`src/rtl/hcmd_pkg.sv`:
```
package hcmd_pkg;
  // Routing outcome of one decoded mailbox write.
  typedef enum logic [1:0] {
    ACT_NONE = 2'd0,
    ACT_EXIT = 2'd1,
    ACT_PUTC = 2'd2
  } act_e;

  // Device selector and command code values.
  localparam logic [7:0] DEV_PROXY = 8'h00;
  localparam logic [7:0] DEV_TERM  = 8'h01;
  localparam logic [7:0] TERM_IN   = 8'h00;
  localparam logic [7:0] TERM_OUT  = 8'h01;
endpackage

```
`src/rtl/hcmd_decode.sv`:
```
module hcmd_decode
  import hcmd_pkg::*;
#(
  parameter int unsigned WORD_W = 64,
  parameter int unsigned SEL_W  = 8,
  parameter int unsigned OP_W   = 8
) (
  input  logic                             wr_en,
  input  logic [WORD_W-1:0]                wr_data,
  output act_e                             act,
  output logic [WORD_W-SEL_W-OP_W-1:0]     pay
);
  localparam int unsigned PAY_W = WORD_W - SEL_W - OP_W;

  logic [SEL_W-1:0] dev;
  logic [OP_W-1:0]  op;

  assign dev = wr_data[WORD_W-1 -: SEL_W];
  assign op  = wr_data[PAY_W +: OP_W];
  assign pay = wr_data[PAY_W-1:0];

  always_comb begin
    act = ACT_NONE;
    if (wr_en) begin
      if (dev == SEL_W'(DEV_PROXY)) begin
        // Only payload bit 0 set means exit; otherwise the word is dropped.
        if (pay[0]) act = ACT_EXIT;
      end else if (dev == SEL_W'(DEV_TERM)) begin
        // Input command and unknown codes are taken but do nothing.
        if (op == OP_W'(TERM_OUT)) act = ACT_PUTC;
      end
    end
  end
endmodule

```
`src/rtl/hcmd_exit_latch.sv`:
```
module hcmd_exit_latch #(
  parameter int unsigned CODE_W = 47
) (
  input  logic              clk,
  input  logic              rst_n,
  input  logic              set,
  input  logic [CODE_W-1:0] code_in,
  output logic              exit_req,
  output logic [CODE_W-1:0] exit_code
);
  always_ff @(posedge clk) begin
    if (!rst_n) begin
      exit_req  <= 1'b0;
      exit_code <= '0;
    end else if (set && !exit_req) begin
      // The first request wins; the flag holds until reset.
      exit_req  <= 1'b1;
      exit_code <= code_in;
    end
  end
endmodule

```
`src/rtl/hcmd_byte_out.sv`:
```
module hcmd_byte_out #(
  parameter int unsigned BYTE_W = 8
) (
  input  logic              clk,
  input  logic              rst_n,
  input  logic              load,
  input  logic [BYTE_W-1:0] byte_in,
  output logic              valid,
  output logic [BYTE_W-1:0] data,
  input  logic              ready,
  output logic              busy
);
  always_ff @(posedge clk) begin
    if (!rst_n) begin
      valid <= 1'b0;
      data  <= '0;
    end else if (valid) begin
      // While a byte is pending, new loads are dropped.
      if (ready) valid <= 1'b0;
    end else if (load) begin
      valid <= 1'b1;
      data  <= byte_in;
    end
  end

  assign busy = valid;
endmodule

```
`src/rtl/hcmd_mailbox.sv`:
```
module hcmd_mailbox
  import hcmd_pkg::*;
#(
  parameter int unsigned WORD_W = 64,
  parameter int unsigned SEL_W  = 8,
  parameter int unsigned OP_W   = 8,
  parameter int unsigned BYTE_W = 8
) (
  input  logic                          clk,
  input  logic                          rst_n,
  input  logic                          wr_en,
  input  logic [WORD_W-1:0]             wr_data,
  input  logic                          rd_en,
  output logic [WORD_W-1:0]             rd_data,
  output logic                          rd_ack,
  output logic                          exit_req,
  output logic [WORD_W-SEL_W-OP_W-2:0]  exit_code,
  output logic                          chr_valid,
  output logic [BYTE_W-1:0]             chr_data,
  input  logic                          chr_ready,
  output logic                          chr_busy
);
  localparam int unsigned PAY_W  = WORD_W - SEL_W - OP_W;
  localparam int unsigned CODE_W = PAY_W - 1;

  act_e             act;
  logic [PAY_W-1:0] pay;

  hcmd_decode #(.WORD_W(WORD_W), .SEL_W(SEL_W), .OP_W(OP_W)) u_dec (
    .wr_en   (wr_en),
    .wr_data (wr_data),
    .act     (act),
    .pay     (pay)
  );

  hcmd_exit_latch #(.CODE_W(CODE_W)) u_exit (
    .clk       (clk),
    .rst_n     (rst_n),
    .set       (act == ACT_EXIT),
    .code_in   (pay[PAY_W-1:1]),
    .exit_req  (exit_req),
    .exit_code (exit_code)
  );

  hcmd_byte_out #(.BYTE_W(BYTE_W)) u_out (
    .clk     (clk),
    .rst_n   (rst_n),
    .load    (act == ACT_PUTC),
    .byte_in (pay[BYTE_W-1:0]),
    .valid   (chr_valid),
    .data    (chr_data),
    .ready   (chr_ready),
    .busy    (chr_busy)
  );

  // No console input: reads complete with zero data.
  always_ff @(posedge clk) begin
    if (!rst_n) rd_ack <= 1'b0;
    else        rd_ack <= rd_en;
  end

  assign rd_data = '0;
endmodule

```
`config.mk`:
```
export PLATFORM = sky130hd
export DESIGN_NAME = hcmd_mailbox
export DESIGN_NICKNAME = d
export VERILOG_FILES = /design/src/rtl/hcmd_pkg.sv /design/src/rtl/hcmd_decode.sv /design/src/rtl/hcmd_exit_latch.sv /design/src/rtl/hcmd_byte_out.sv /design/src/rtl/hcmd_mailbox.sv
export SDC_FILE = /design/constraint.sdc
export NUM_CORES = 1
export LEC_CHECK = 0
export ABC_AREA = 1
export BUFFER_PORTS_ARGS = -buffer_cell sky130_fd_sc_hd__buf_2
export CAP_MARGIN = 20
export CELL_PAD_IN_SITES_DETAIL_PLACEMENT = 1
export CELL_PAD_IN_SITES_GLOBAL_PLACEMENT = 2
export CORE_ASPECT_RATIO = 0.9
export CORE_MARGIN = 1
export CORE_UTILIZATION = 21
export CTS_BUF_LIST = sky130_fd_sc_hd__clkbuf_2 sky130_fd_sc_hd__clkbuf_4 sky130_fd_sc_hd__clkbuf_8
export CTS_CLUSTER_SIZE = 28
export DETAILED_ROUTE_END_ITERATION = 8
export PLACE_DENSITY = 0.91
export SETUP_SLACK_MARGIN = 0.5
export SLEW_MARGIN = 30
export SYNTH_ARGS = -nofsm -noshare
export SYNTH_HDL_FRONTEND = slang
export SYNTH_SLANG_ARGS = --single-unit
```
`constraint.sdc`:
```
create_clock -name clk -period 1.66 [get_ports clk]
set_input_delay 0.415 -clock clk [delete_from_list [all_inputs] [get_ports clk]]
set_output_delay 0.415 -clock clk [all_outputs]
set_load 0.01 [all_outputs]
```
* Word level (Yosys, flattened, before mapping)
Index checks and enable logic that the tools add are counted.
** Cells by class
- Eq/ne operators :: 4
- Bitwise gates (word level) :: 1
- Muxes and demuxes :: 8
- Reductions and logical operators :: 4
** Operator list (number)
- $eq A8 B1 Y1 const B :: 2
- $logic_not A8 Y1 :: 1
- $mux W2 :: 4
- $mux W1 :: 4
- $eq A2 B1 Y1 const B :: 1
- $eq A2 B2 Y1 const B :: 1
- $reduce_and A2 Y1 :: 1
- $logic_and A1 B1 Y1 :: 1
- $logic_not A1 Y1 :: 1
- $not A1 Y1 :: 1
** Storage, ports and cells
- Input port bits :: 69
- Bits in registers :: 58
- Output and inout port bits :: 123
- Word-level logic and storage cells :: 22

* Depth between registers and ports, before layout
- Word-level depth :: 8
- Depth in mapped cells :: 10
- Gate-level depth less buffers :: 8

* Hierarchy
Synthesis repeated with hierarchy kept, for this count alone.
** Second synthesis, totals
- Cell total of the unflattened synthesis :: 512
- Area, all modules :: 3415.8 sq um
** Modules (own cells, without submodules)
- hcmd_exit_latch :: area each 2021.9 sq um, instances 1, sequential area each 960.9 sq um, cells an instance 307
- hcmd_mailbox :: area each 526.8 sq um, instances 1, sequential area each 20.0 sq um, cells an instance 72
- hcmd_decode :: area each 465.4 sq um, instances 1, sequential area each 0.0 sq um, cells an instance 74
- hcmd_byte_out :: area each 401.6 sq um, instances 1, sequential area each 180.2 sq um, cells an instance 59

* Least setup slack after synthesis
OpenSTA, ideal clock, no wires.
- Kind :: input -> register
- Start point :: in wr_data[60]
- End point :: reg u_exit.exit_code[30]
- Setup slack :: 0.261 ns
- Data arrival time :: 1.284 ns
- Data required time :: 1.545 ns
- Setup time :: 0.115 ns
- Stages on the path :: 10
- Cells stage by stage :: inv_1 nand2_1 nor2_1 nor2b_1 buf_2 buf_6 buf_4 nand3_1 nand2_1 nor2_1
** On the way
- Cells in the longest elaborated chain, start to end :: 6
** Ends and longest elaborated chain
- from (decl) :: line hcmd_mailbox.sv:12 : input logic [WORD_W-1:0] wr_data,
- $eq A8 B1 Y1 :: line hcmd_decode.sv:28 : end else if (dev == SEL_W'(DEV_TERM)) begin
- $mux W2 :: line hcmd_decode.sv:28
- $mux W2 * :: line hcmd_decode.sv:25 : if (dev == SEL_W'(DEV_PROXY)) begin
- $mux W2 * :: line hcmd_decode.sv:24 : if (wr_en) begin
- $eq A2 B1 Y1 * :: line hcmd_mailbox.sv:39 : .set (act == ACT_EXIT),
- $logic_and A1 B1 Y1 * :: line hcmd_exit_latch.sv:15 : end else if (set && !exit_req) begin
- to (signal assigned) :: line hcmd_exit_latch.sv:18 : exit_code <= code_in;
- to (decl) :: line hcmd_exit_latch.sv:9 : output logic [CODE_W-1:0] exit_code
Every way passes the cells marked *; elsewhere a longest branch is shown, timed or not.
A chain may end at the register's enable or synchronous reset.

* Final worst setup path
- Start point :: in wr_data[63]
- End point :: reg u_exit.exit_code[16]
The elaborated chain is that of the path after synthesis.

==> results.cfg <==
[status]
status = complete, no violations

[placement]
hpwl_mm = 5.84
gp_congestion = 0.673
pre_cts_slack_ns = 0.00780
portBuffers = 127

[logic_synthesis]
syn_inst = 465
synth_top_cell_by_area = dfxtp_1
yosysSeqAreaShare_pct = 37.3
yosys_warnings = 0
syn_area_per_cell_um2 = 6.70
synth_top_area_share_pct = 37.3
ys_ff_latch = 58
syn_area_um2 = 3120
synth_cell_types = 14
synth.area.top_cells = dfxtp_1 37%, buf_4 16%, nand2_1 8.9%

[route]
drtPass1Iterations = 5
routed_wl_mm = 11.2
wl_met2_mm = 5.78
num_vias = 3275
wl_met1_mm = 4.63
antenna_left = 0
routed-wl-met3_um = 619
vias_per_cell = 3.99
drc = 0
top_layer_used = met4
avgRoutedWirePerCell_um = 13.6
initialDrtViolationCount = 73

[critical_path]
cp.arrival_ns = 1.51
path_buf_inv = 5
crit_type = input pin to flip-flop
crit_fanout = 8
slowest_delay_ns = 0.20
cp-end-kind = flip-flop
crit_slowest_cell = nor2b_4
worstPathRequired_ns = 1.93
start_kind = input pin
crit_family = buffers and inverters
crit_chain = buf_6 > inv_2 > nand2_2 > nor2_4 > nor2b_4 > buf_12 > buf_8 > buf_16 > a21oi_4 > nor2_2

[clocking]
clkTransAtPathRegs_ns = 0.07
cts_sinks = 58
clock_latency_ns = 0.34
root_buffer = clkbuf_8
ctsLongestPathBuffers = 2
cts_tree = yes
hold_buffers = 0
htree_num_levels = 3
cts_buffers = 9

[floorplan]
initial_core_util_pct = 21.9
dieArea_um2 = 15300
die_w_um = 130
die_h_um = 118
pin_count = 192
std_cell_rows = 41
fp.coreArea_um2 = 14300

[cells_and_area]
diodes = 0
drive_gt1_share_pct = 50.7
nets = 692
fillers = 1772
area_growth_syn_to_layout_pct = 71.4

[global_route]
antenna_found_initial = 0
grt_pass1_wl_mm = 16.8
grt_max_degree = 58
grt.total_usage_pct = 14.2
first_global_vias = 3263
overflow = 0

[timing]
hold_viol_final = 0
min_period_ns = 1.24
timing.fmax_mhz = 807
drv_slew = 0
fin_crit_sh_pct = 74.7
rsz0062_at_grt = true
setup_violations = 0
skew_ns = 0.00959
finalSetupTns_ns = 0
timing.final.ws_setup_ns = 0.420

[power_and_ir_drop]
leakage_nw = 2.66
vdd.ir_drop.worst_uv = 402
power_per_cell_area_nw_per_um2 = 606

[worst_hold_path]
hp-class = input pin to flip-flop

[job]
cap_violations = 0
## cell usage after synthesis (all sizes together)
cell type  number
dfxtp          58
clkbuf          4
nand2          74
nor2           73
a21oi          49
nand3          49
inv            67
nor2b           1
conb            1
buf            89
## worst min-delay path, stage by stage
cell and delay [ns]:
buf_2 0.08, nand2_1 0.04, inv_1 0.04
## worst paths after layout
kind	to	slack [ns]	depth (start not counted)	startpoint
worst max-delay path	u_exit.exit_code[16]$_SDFFE_PN0P_	0.42	10	wr_data[63]
worst min-delay path	rd_ack$_SDFF_PN0_	0.27	3	rd_en
worst max register to register	u_exit.exit_code[42]$_SDFFE_PN0P_	0.46	8	u_exit.exit_req$_SDFFE_PN0P_
worst min register to register	u_exit.exit_code[30]$_SDFFE_PN0P_	0.47	2	u_exit.exit_code[30]$_SDFFE_PN0P_
## where the power goes
part | switching, mW | internal, mW | leakage, nW
Combinational | 0.260 | 0.186 | 2.05
Sequential | 0.00140 | 1.39 | 0.497
Clock | 0.579 | 0.823 | 0.109
## sequential cells by signal, indices dropped and copies added, names as in the netlist
register          cells
u_exit.exit_req       1
u_exit.exit_code     47
u_out.busy            1
rd_ack                1
u_out.data            8
## through the flow
stage                     cell area [um2]  total power [mW]  hold slack [ns]  std cells  util, %
final                                5340              3.24            0.267        820     37.5
after global routing                 5340              3.41            0.287        820     37.5
after CTS                            4960              3.27            0.254        801     34.8
after detailed placement             3710              1.73            0.453        762     26.0
after global placement               3710              1.73            0.445        762     26.0
after floorplan                      3370              1.72            0.492        528        -
## layout make-up
| type | count | area, um2 | share of cell area (%) |
|---|---|---|---|
| Sequential cell | 58 | 1240 | 23.2 |
| Timing Repair Buffer | 177 | 1830 | 34.2 |
| Clock buffer | 13 | 173 | 3.23 |
| Clock inverter | 2 | 35.0 | 0.656 |
| Inverter | 67 | 262 | 4.89 |
| Multi-Input combinational cell | 310 | 1570 | 29.4 |
| Tap cell | 193 | 241 | 4.52 |
## metal layers
| layer | vias to the layer above | global-route usage (%) |
|---|---|---|
| met1 | 1561 | 16.1 |
| met4 | 0 | 4.31 |
| met5 | - | 0 |
| li1 | 1601 | - |
| met2 | 99 | 25.2 |
| met3 | 14 | 4.32 |
## timing repair
action                     CTS  global route
gates cloned                12             4
buffers inserted            12            15
setup endpoints to repair  111           116
resized for setup          172            46
pin swaps                   25            37
## cells by family (layout without fill, tap and decap cells)
kind of cell           Yosys count  in the layout  synth area share (%)
AO/OA/AOI/OAI                   49             49                  7.87
flip-flops                      58             58                  37.3
other                            1             64                 0.120
buffers and inverters          160            259                  28.9
AND/OR/NAND/NOR                197            197                  25.9
## placed cells by master (no fill, tap or decap), types with 19 or more instances in the layout
cell,instances
nand3_1,35
conb_1,64
nand2_1,68
dfxtp_2,55
buf_2,65
inv_1,62
buf_6,69
a21oi_2,31
buf_4,19
nor2_1,64
(Power assumes the default switching activity.)
